File: src/rtl/lru4_pkg.sv
package lru4_pkg;
  localparam int ENTRIES    = 4;
  localparam int IDX_W      = $clog2(ENTRIES);
  localparam int ORDER_BITS = ENTRIES * (ENTRIES - 1) / 2;

  typedef logic [ORDER_BITS-1:0] order_t;
  typedef logic [IDX_W-1:0]      idx_t;

  typedef struct packed {
    logic loadSw;
    logic applyUse;
    idx_t useIdx;
  } strobe_t;

  // Bit position of pair (lo,hi), lo < hi; the first pair takes the top bit.
  function automatic int pairPos(int lo, int hi);
    int rank = 0;
    for (int k = 0; k < lo; k++) rank += ENTRIES - 1 - k;
    rank += hi - lo - 1;
    return ORDER_BITS - 1 - rank;
  endfunction

  // Bits that become 1 when entry e is used (e is the higher member of the pair).
  function automatic order_t setMaskOf(idx_t e);
    order_t m = '0;
    for (int lo = 0; lo < ENTRIES; lo++)
      for (int hi = lo + 1; hi < ENTRIES; hi++)
        if (hi == int'(e)) m[pairPos(lo, hi)] = 1'b1;
    return m;
  endfunction

  // Bits that become 0 when entry e is used (e is the lower member of the pair).
  function automatic order_t clrMaskOf(idx_t e);
    order_t m = '0;
    for (int lo = 0; lo < ENTRIES; lo++)
      for (int hi = lo + 1; hi < ENTRIES; hi++)
        if (lo == int'(e)) m[pairPos(lo, hi)] = 1'b1;
    return m;
  endfunction

  // Entry e is the oldest when every pair names it as the older member.
  function automatic logic isOldest(order_t v, int e);
    logic ok = 1'b1;
    for (int lo = 0; lo < ENTRIES; lo++)
      for (int hi = lo + 1; hi < ENTRIES; hi++) begin
        if (lo == e && !v[pairPos(lo, hi)]) ok = 1'b0;
        if (hi == e &&  v[pairPos(lo, hi)]) ok = 1'b0;
      end
    return ok;
  endfunction
endpackage

File: src/rtl/lru4_ctrl.sv
module lru4_ctrl
  import lru4_pkg::*;
(
  input  logic    clk,
  input  logic    rstN,
  input  logic    useValid,
  input  idx_t    useIdx,
  input  logic    swWrEn,
  output strobe_t strb
);
  always_comb begin
    strb.loadSw   = swWrEn;
    strb.applyUse = useValid && !swWrEn;
    strb.useIdx   = useIdx;
  end

  AST_SW_WINS: assert property (@(posedge clk) disable iff (!rstN)
    (swWrEn && useValid) |-> (strb.loadSw && !strb.applyUse));
endmodule

File: src/rtl/lru4_datapath.sv
module lru4_datapath
  import lru4_pkg::*;
(
  input  logic    clk,
  input  logic    rstN,
  input  strobe_t strb,
  input  order_t  swData,
  output order_t  orderQ,
  output idx_t    victim,
  output logic    victimOk
);
  order_t orderNext;
  logic [ENTRIES-1:0] oldest;

  always_comb begin
    orderNext = orderQ;
    if (strb.loadSw)
      orderNext = swData;
    else if (strb.applyUse)
      orderNext = (orderQ & ~clrMaskOf(strb.useIdx)) | setMaskOf(strb.useIdx);
  end

  always_ff @(posedge clk or negedge rstN) begin
    if (!rstN) orderQ <= '0;
    else       orderQ <= orderNext;
  end

  for (genvar e = 0; e < ENTRIES; e++) begin : g_oldest
    assign oldest[e] = isOldest(orderQ, e);
  end

  always_comb begin
    victim   = '0;
    victimOk = 1'b0;
    for (int e = ENTRIES - 1; e >= 0; e--)
      if (oldest[e]) begin
        victim   = idx_t'(e);
        victimOk = 1'b1;
      end
  end

  AST_SW_LOAD: assert property (@(posedge clk) disable iff (!rstN)
    strb.loadSw |=> orderQ == $past(swData));
  AST_IDLE_HOLD: assert property (@(posedge clk) disable iff (!rstN)
    (!strb.loadSw && !strb.applyUse) |=> $stable(orderQ));
  AST_USE_E0: assert property (@(posedge clk) disable iff (!rstN)
    (strb.applyUse && strb.useIdx == 2'd0) |=>
      (orderQ[5:3] == 3'b000 && orderQ[2:0] == $past(orderQ[2:0])));
  AST_USE_E1: assert property (@(posedge clk) disable iff (!rstN)
    (strb.applyUse && strb.useIdx == 2'd1) |=>
      (orderQ[5] && orderQ[2:1] == 2'b00 && orderQ[4:3] == $past(orderQ[4:3])
       && orderQ[0] == $past(orderQ[0])));
  AST_USE_E2: assert property (@(posedge clk) disable iff (!rstN)
    (strb.applyUse && strb.useIdx == 2'd2) |=>
      (orderQ[4] && orderQ[2] && !orderQ[0] && orderQ[5] == $past(orderQ[5])
       && orderQ[3] == $past(orderQ[3]) && orderQ[1] == $past(orderQ[1])));
  AST_USE_E3: assert property (@(posedge clk) disable iff (!rstN)
    (strb.applyUse && strb.useIdx == 2'd3) |=>
      (orderQ[3] && orderQ[1] && orderQ[0] && orderQ[5:4] == $past(orderQ[5:4])
       && orderQ[2] == $past(orderQ[2])));
  AST_ONE_VICTIM: assert property (@(posedge clk) disable iff (!rstN)
    $onehot0(oldest));
  AST_FALLBACK: assert property (@(posedge clk) disable iff (!rstN)
    !victimOk |-> victim == '0);
endmodule

File: src/rtl/lru4_tracker.sv
module lru4_tracker
  import lru4_pkg::*;
(
  input  logic       clk,
  input  logic       rstN,
  input  logic       useValid,
  input  logic [1:0] useIdx,
  input  logic       swWrEn,
  input  logic [5:0] swWrData,
  output logic [5:0] orderOut,
  output logic [1:0] victimIdx,
  output logic       victimValid
);
  strobe_t strb;

  lru4_ctrl u_ctrl (
    .clk(clk), .rstN(rstN), .useValid(useValid), .useIdx(useIdx),
    .swWrEn(swWrEn), .strb(strb)
  );

  lru4_datapath u_dp (
    .clk(clk), .rstN(rstN), .strb(strb), .swData(swWrData),
    .orderQ(orderOut), .victim(victimIdx), .victimOk(victimValid)
  );
endmodule

File: config.mk
export PLATFORM = sky130hd
export DESIGN_NAME = lru4_tracker
export DESIGN_NICKNAME = d
export VERILOG_FILES = /design/src/rtl/lru4_pkg.sv /design/src/rtl/lru4_ctrl.sv /design/src/rtl/lru4_datapath.sv /design/src/rtl/lru4_tracker.sv
export SDC_FILE = /design/constraint.sdc
export NUM_CORES = 1
export LEC_CHECK = 0
export BUFFER_PORTS_ARGS = -buffer_cell sky130_fd_sc_hd__buf_2
export CAP_MARGIN = 0
export CORE_AREA = 3 3 40 42
export CTS_CLUSTER_SIZE = 10
export DETAILED_ROUTE_END_ITERATION = 10
export DIE_AREA = 0 0 43 45
export GPL_TIMING_DRIVEN = 0
export RECOVER_POWER = 50
export SYNTH_ARGS = -nofsm -noshare
export SYNTH_HDL_FRONTEND = slang
export SYNTH_SLANG_ARGS = --single-unit
File: constraint.sdc
create_clock -name clk -period 2.4 [get_ports clk]
set_input_delay 0.48 -clock clk [delete_from_list [all_inputs] [get_ports clk]]
set_output_delay 0.48 -clock clk [all_outputs]
set_load 0.02 [all_outputs]
Yosys cells after proc, flatten, opt, wreduce, memory -nomap -nowiden. Cells that the tools add are included.

Output and inout bits: 9. Input bits: 12. Word-level logic and storage cells: 45. Register bits: 6.

Muxes and demuxes: 34. Reductions and logical operators: 4. Bitwise operators: 3. Eq/ne operators: 3.

Operator list (count): $mux 1 (28); $mux 6 (2); $mux 2 (4); $and 6x6->6 (1); $not 6->6 (1); $or 6x6->6 (1); $eq 2x2->1 const A (2); $eq 1x2->1 const A (1); $logic_not 2->1 (1); $reduce_bool 2->1 (1); $logic_and 1x1->1 (1); $logic_not 1->1 (1).

Longest topological paths before layout. Gate-level depths: netlist of the first run.

Depth in word-level cells: 9. Depth in mapped cells: 3.

By module. Synthesis of the first run repeated with hierarchy kept, for this count alone.

Cell total of the unflattened synthesis: 44. Area total of the unflattened synthesis: 372.9 µm².

Modules (own cells, without submodules): lru4_datapath (cells an instance 40, area an instance 336.6 µm², times used 1); lru4_ctrl (cells an instance 4, area an instance 36.3 µm², times used 1).

Worst setup path before layout of the first run. Ideal clock, no wire load.

Kind: register to output. From: register u_dp.orderQ[3]. To: output port victimValid. Setup slack: 675 ps. Arrival: 1245 ps. Required time: 1920 ps. Cell stages (with the launch flop): 4. Buffers on the path: 0. Cell sequence: dfrtp_1 > or3_4 > nand2_2 > nand3b_1.

Cells in the longest elaborated chain, start to end: 7. Elaborated cells on any way between the ends: 8. Those cells by class: mux (8).

RTL lines: from (decl) (line lru4_datapath.sv:8) `output order_t orderQ,`; from (signal assigned) (line lru4_datapath.sv:25) `else orderQ <= orderNext;`; $mux 1 (3 in series) (line lru4_pkg.sv:47) `if (hi == e && v[pairPos(lo, hi)]) ok = 1'b0;`; $mux 1 (3 in series) (line lru4_datapath.sv:36) `if (oldest[e]) begin`; $mux 1 (*) (line lru4_datapath.sv:36); to (decl) (line lru4_tracker.sv:12) `output logic victimValid`.

Every way passes the cells marked *; elsewhere a longest branch is shown, timed or not.

Worst setup path after layout of the first run. Same ends and word-level chain as after synthesis.

==> results of run 1 <==
[worst reg2reg max path, stage by stage, from the launching register on]
cell	delay, ns
sky130_fd_sc_hd__dfrtp_1	0.41
sky130_fd_sc_hd__a21oi_1	0.09
sky130_fd_sc_hd__o31ai_1	0.24
[cell usage after synthesis]
master,count,area [um2]
sky130_fd_sc_hd__or3_4,1,11.3
sky130_fd_sc_hd__a21oi_1,5,25.0
sky130_fd_sc_hd__nor2_1,1,3.75
sky130_fd_sc_hd__o21ai_1,4,20.0
sky130_fd_sc_hd__o31ai_1,1,7.51
sky130_fd_sc_hd__nand2_2,1,6.26
sky130_fd_sc_hd__nand3_1,1,5.00
sky130_fd_sc_hd__o31ai_2,1,12.5
sky130_fd_sc_hd__nand2b_1,2,12.5
sky130_fd_sc_hd__buf_1,1,3.75
sky130_fd_sc_hd__dfrtp_1,6,150
sky130_fd_sc_hd__nor2b_1,1,6.26
sky130_fd_sc_hd__and3_1,1,6.26
sky130_fd_sc_hd__nand3b_1,2,15.0
sky130_fd_sc_hd__nand2_1,10,37.5
sky130_fd_sc_hd__mux2i_1,2,20.0
[layer usage]
layer | share of wire, % | vias up | wire, um
li1 | - | 187 | -
met2 | 44 | 14 | 363
met5 | 0 | - | 0
met1 | 46 | 156 | 385
met3 | 6.6 | 4 | 55
met4 | 3.0 | 0 | 25
[final cells by class]
cell class / instances / area [um2]
repair buffers: 20 / 97.6
plain buffers: 1 / 3.75
clock buffers: 3 / 22.5
flip-flops and latches: 6 / 150
well taps: 15 / 18.8
multi-input cells: 33 / 189
fillers: 143 / 803
[through the flow]
stage	utilization [%]	total power [mW]
2_1_floorplan	-	0.177
3_3_place_gp	35.9	0.214
3_5_place_dp	35.9	0.215
4_1_cts	37.7	0.309
5_1_grt	37.5	0.321
6_report	37.5	0.305
[kinds of logic (layout without fill, tap and decap cells)]
group                  count (synthesis)  after routing  share of synthesized area [%]
AND/OR/NAND/NOR                       20             20                           30.3
flip-flops                             6              6                           43.8
AO/OA/AOI/OAI                         11             11                           19.0
multiplexers                           2              2                           5.84
buffers and inverters                  1             24                           1.09
[report_power, final]
part | internal (mW) | switching (mW) | leakage [nW]
Clock | 0.0566 | 0.0373 | 0.0138
Sequential | 0.111 | 0.0111 | 0.0732
Combinational | 0.0359 | 0.0530 | 0.164
[worst max path at each step]
stage             endpoint  depth (start not counted)  slack (ns)            from
2_1_floorplan  victimValid                          3        0.68  u_dp.orderQ[3]
3_3_place_gp   victimValid                          4        0.79  u_dp.orderQ[3]
3_5_place_dp   victimValid                          4        0.79  u_dp.orderQ[3]
4_1_cts        victimValid                          4        0.53  u_dp.orderQ[3]
5_1_grt        victimValid                          4        0.47  u_dp.orderQ[3]
6_report       victimValid                          4        0.53  u_dp.orderQ[3]
==> flow_summary_export.csv, run 1 <==
group,metric,value,unit
yosys,average_cell_area_after_synthesis,8.57,um2
timing,layout_worst_path_cycle_share,78.0,%
clock_tree,clk_latency,0.24,ns
floorplan,die_outline_area,1940,um2
global_route,grt.overflow.total,0,
power,power_per_cell_area,634,nW/um2
timing,slew_headroom,75.7,%
drt,post_dr_vias_cell,4.63,
floorplan,fp.dieH,45,um
floorplan,io_pins,21,
floorplan,initial_core_util,26.7,%
place,place.gp.congestion,0.711,
finish,mostFrequentLayoutCell,"sky130_fd_sc_hd__buf_2",
worst_setup_path,critPathLaunchType,"register",
timing,worst-slew-pin-transition,0.364,ns
place,buffer_ports.inserted,20,
drt,routed-via-count,361,
power,peakVddDrop,0.000242,V
worst_setup_path,worstPathArrival,1.39,ns
global_route,global_router_s_overall_resource_usage,9.39,%
yosys,synthesis.yosys.warnings,0,
drt,route.detailed.drc,0,
place,preCtsSetupSlack,0.790,ns
timing,hold-worst-slack,0.108,ns
drt,wl_per_cell,10.6,um
clock_tree,tritoncts_num_sinks,6,
hold_path,worst_hold_path_type,"input port to async pin",
worst_setup_path,max_stage_delay,0.42,ns
timing,fin_skew,0,ns
clock_tree,cts_max_level,1,
yosys,flop_and_latch_count_out_of_synthesis,6,
global_route,first_global_vias,326,
timing,post-route-min-period,1.87,ns
floorplan,core-area,1280,um2
place,post-place-cells,75,
finish,layout.nets,77,
finish,synthToLayoutAreaGrowth,40.5,%
yosys,netlist-cell-type-count,16,
global_route,global_route_met3_utilization,1.59,%
drt,drt-initial-drc-count,10,
place,postPlaceCellArea,462,um2
global_route,grt_pass1_wl,1310,um
drt,drt_wl_total,830,um
timing,totalNegativeSetupSlack,0,ns
worst_setup_path,reg2reg_to,"u_dp.orderQ[3]",
worst_setup_path,crit_type,"register to output pin",
timing,rsz0062_at_grt,"false",
place,dp_hpwl,682,um
worst_setup_path,worst-r2r-cell-count,2,
yosys,seq_area_frac_synth,43.8,%
clock_tree,clkTransAtPathRegs,0.05,ns
floorplan,fp-row-count,13,
yosys,synth_cells,40,
drt,final_antenna_net_count,0,
outcome,run_status,"finished clean",
worst_setup_path,r2r_setup_slack,1.55,ns
worst_setup_path,timing.rr.start,"u_dp.orderQ[3]",
yosys,mappedNetlistNets,52,
global_route,grtUsageMet1,11.8,%
global_route,globalRouteMet2Util,14.4,%
worst_setup_path,crit_path_cells,"or3_4 > nand2_2 > nand3b_1 > buf_2",
clock_tree,tritoncts,"yes",
floorplan,die_width,43,um
global_route,initial_antenna_violation_count,0,
clock_tree,ctsLongestPathBuffers,2,
worst_setup_path,crit_path_top_delay_cell,"sky130_fd_sc_hd__dfrtp_1",
clock_tree,clock-root-buffer,"sky130_fd_sc_hd__clkbuf_4",
worst_setup_path,critPathRequiredTime,1.92,ns
worst_setup_path,timing.critical_path.buf_inv,1,
worst_setup_path,critical_path_peak_fanout,5,
clock_tree,cts.repair_timing.setup_buffer_count,0,
timing,setup_viol_count_final,0,
timing,fmax,534,MHz
finish,finalInstanceArea,482,um2
yosys,synthesis.area,343,um2
finish,post_layout_nonfiller_instances,78,
worst_setup_path,worst_path_dominant_cell_family,"simple AND/OR/NAND/NOR gates",
global_route,grt_max_degree,11,
run,number_of_maximum_capacitance_constraint_violations,0,
drt,drt_pass1_iterations,4,
timing,final_critical_path_setup_slack,0.528,ns
timing,timing_max_transition_violations_final,0,
worst_setup_path,worstSetupEndpointType,"output pin",
global_route,gr-max-usage-layer,"met2",
finish,drive_gt1_share,38.1,%
finish,num_antenna_cells,0,
clock_tree,number_of_buffers_added_by_the_clock_tree_synthesis_step,3,
power,power.leakage,0.251,nW
clock_tree,cts_hold_buffers,0,
timing,report.final.hold_viol_count,0,
clock_tree,cts_resized,0,
finish,layout_common_cells,"sky130_fd_sc_hd__buf_2, sky130_fd_sc_hd__nand2_1, sky130_fd_sc_hd__dfrtp_1, sky130_fd_sc_hd__a21oi_1",
(Power assumes the default switching activity.)
==> inputs of run 2 (changes only) <==
==> constraint.sdc (replaced) <==
create_clock -name clk -period 1.85 [get_ports clk]
set_input_delay 0.37 -clock clk [delete_from_list [all_inputs] [get_ports clk]]
set_output_delay 0.37 -clock clk [all_outputs]
set_load 0.02 [all_outputs]
==> flow_summary_export.csv, run 2 (synthesis results as in run 1) <==
group,metric,value,unit
drt,drt_wl_total,833,um
power,peakVddDrop,0.000313,V
clock_tree,clk_latency,0.24,ns
floorplan,die_width,43,um
floorplan,initial_core_util,26.7,%
clock_tree,ctsLongestPathBuffers,2,
finish,fillCellCount,142,
timing,worst-slew-pin-transition,0.364,ns
run,number_of_maximum_capacitance_constraint_violations,0,
clock_tree,cts_max_level,1,
outcome,run_status,"finished clean",
worst_setup_path,worstPathArrival,1.39,ns
finish,num_antenna_cells,0,
floorplan,core-area,1280,um2
hold_path,worst_hold_path_type,"input port to register",
clock_tree,number_of_buffers_added_by_the_clock_tree_synthesis_step,3,
finish,synthToLayoutAreaGrowth,43.4,%
timing,report.final.hold_viol_count,0,
place,dp_hpwl,682,um
worst_setup_path,worstSetupEndpointType,"output pin",
global_route,grt.overflow.total,0,
finish,mostFrequentLayoutCell,"sky130_fd_sc_hd__buf_2",
worst_setup_path,critical_path_peak_fanout,5,
place,post-place-cells,75,
clock_tree,tritoncts_num_sinks,6,
clock_tree,clock-root-buffer,"sky130_fd_sc_hd__clkbuf_4",
timing,rsz0062_at_grt,"false",
finish,layout.nets,78,
timing,slew_headroom,75.7,%
finish,layout_common_cells,"sky130_fd_sc_hd__buf_2, sky130_fd_sc_hd__nand2_1, sky130_fd_sc_hd__dfrtp_1, sky130_fd_sc_hd__a21oi_1",
worst_setup_path,crit_type,"register to output pin",
clock_tree,cts.repair_timing.setup_buffer_count,0,
finish,multiInputGateArea,189,um2
drt,routed-via-count,361,
timing,fmax,568,MHz
drt,wl_per_cell,10.5,um
drt,drt_pass1_iterations,4,
place,buffer_ports.inserted,20,
drt,final_antenna_net_count,0,
timing,layout_worst_path_cycle_share,95.2,%
global_route,grt_pass1_wl,1320,um
timing,totalNegativeSetupSlack,0,ns
drt,route.detailed.drc,0,
clock_tree,tritoncts,"yes",
global_route,grt_max_degree,11,
global_route,first_global_vias,329,
power,power.leakage,0.255,nW
finish,post_layout_nonfiller_instances,79,
power,power_per_cell_area,808,nW/um2
drt,drt-initial-drc-count,10,
worst_setup_path,critPathLaunchType,"register",
global_route,global_router_s_overall_resource_usage,9.47,%
floorplan,fp-row-count,13,
drt,post_dr_vias_cell,4.57,
timing,post-route-min-period,1.76,ns
timing,setup_viol_count_final,0,
timing,timing_max_transition_violations_final,0,
place,place.gp.congestion,0.711,
floorplan,fp.dieH,45,um
timing,fin_skew,0,ns
finish,drive_gt1_share,37.5,%
clock_tree,cts_resized,0,
finish,layout.area.seq,150,um2
worst_setup_path,critPathRequiredTime,1.48,ns
global_route,initial_antenna_violation_count,0,
clock_tree,clkTransAtPathRegs,0.05,ns
floorplan,io_pins,21,
floorplan,die_outline_area,1940,um2
==> run 2: area by class of cell <==
class                   instances  area share [%]
flip-flops and latches          6            30.5
well taps                      15            3.82
multi-input cells              33            38.4
plain buffers                   1           0.763
repair buffers                 21            21.9
clock buffers                   3            4.58
==> run 2: per-layer routing <==
| layer | vias to the layer above | routed length (um) | GRT usage, % |
|---|---|---|---|
| met5 | - | 0 | 0 |
| met3 | 4 | 57 | 1.59 |
| met1 | 154 | 386 | 12.0 |
| met2 | 14 | 361 | 14.4 |
| met4 | 0 | 26 | 7.23 |
| li1 | 189 | - | - |
==> run 2: metrics by stage <==
| stage | util (%) | setup WS [ns] | hold slack (ns) | area, um2 | power [mW] |
|---|---|---|---|---|---|
| after CTS | 38.5 | 0.0865 | 0.335 | 494 | 0.403 |
| after floorplan | - | 0.235 | 0.0744 | 343 | 0.230 |
| after detailed placement | 35.9 | 0.350 | 0.203 | 462 | 0.279 |
| after global placement | 35.9 | 0.352 | 0.204 | 462 | 0.278 |
| final | 38.3 | 0.0886 | 0.329 | 492 | 0.398 |
| after global routing | 38.3 | 0.0253 | 0.346 | 492 | 0.419 |
==> run 2: path summary, 6_finish.rpt <==
check | startpoint | endpoint | slack, ns | depth (start not counted)
min reg2reg | register | register | 0.61 | 2
max | u_dp.orderQ[3] | victimValid | 0.09 | 4
max in group asynchronous | rstN | async pin | 1.06 | 2
min | swWrData[4] | register | 0.33 | 3
max reg2reg | u_dp.orderQ[3] | u_dp.orderQ[3] | 1.00 | 2
min in group asynchronous | rstN | u_dp.orderQ[2] | 0.53 | 2
==> run 2: repair_timing <==
action                                  CTS  global route
hold buffers                              1             0
endpoints found under the setup margin    0             0
hold endpoints to repair                  6             0
==> run 2: where the power goes <==
group | switching (mW) | internal (mW)
Combinational | 0.0689 | 0.0480
Sequential | 0.0144 | 0.144
Clock | 0.0484 | 0.0735
==> run 2: critical path: stages, from the launching register on <==
cell and delay [ns]:
sky130_fd_sc_hd__dfrtp_1 0.42, sky130_fd_sc_hd__or3_4 0.41, sky130_fd_sc_hd__nand2_2 0.07, sky130_fd_sc_hd__nand3b_1 0.09, sky130_fd_sc_hd__buf_2 0.16
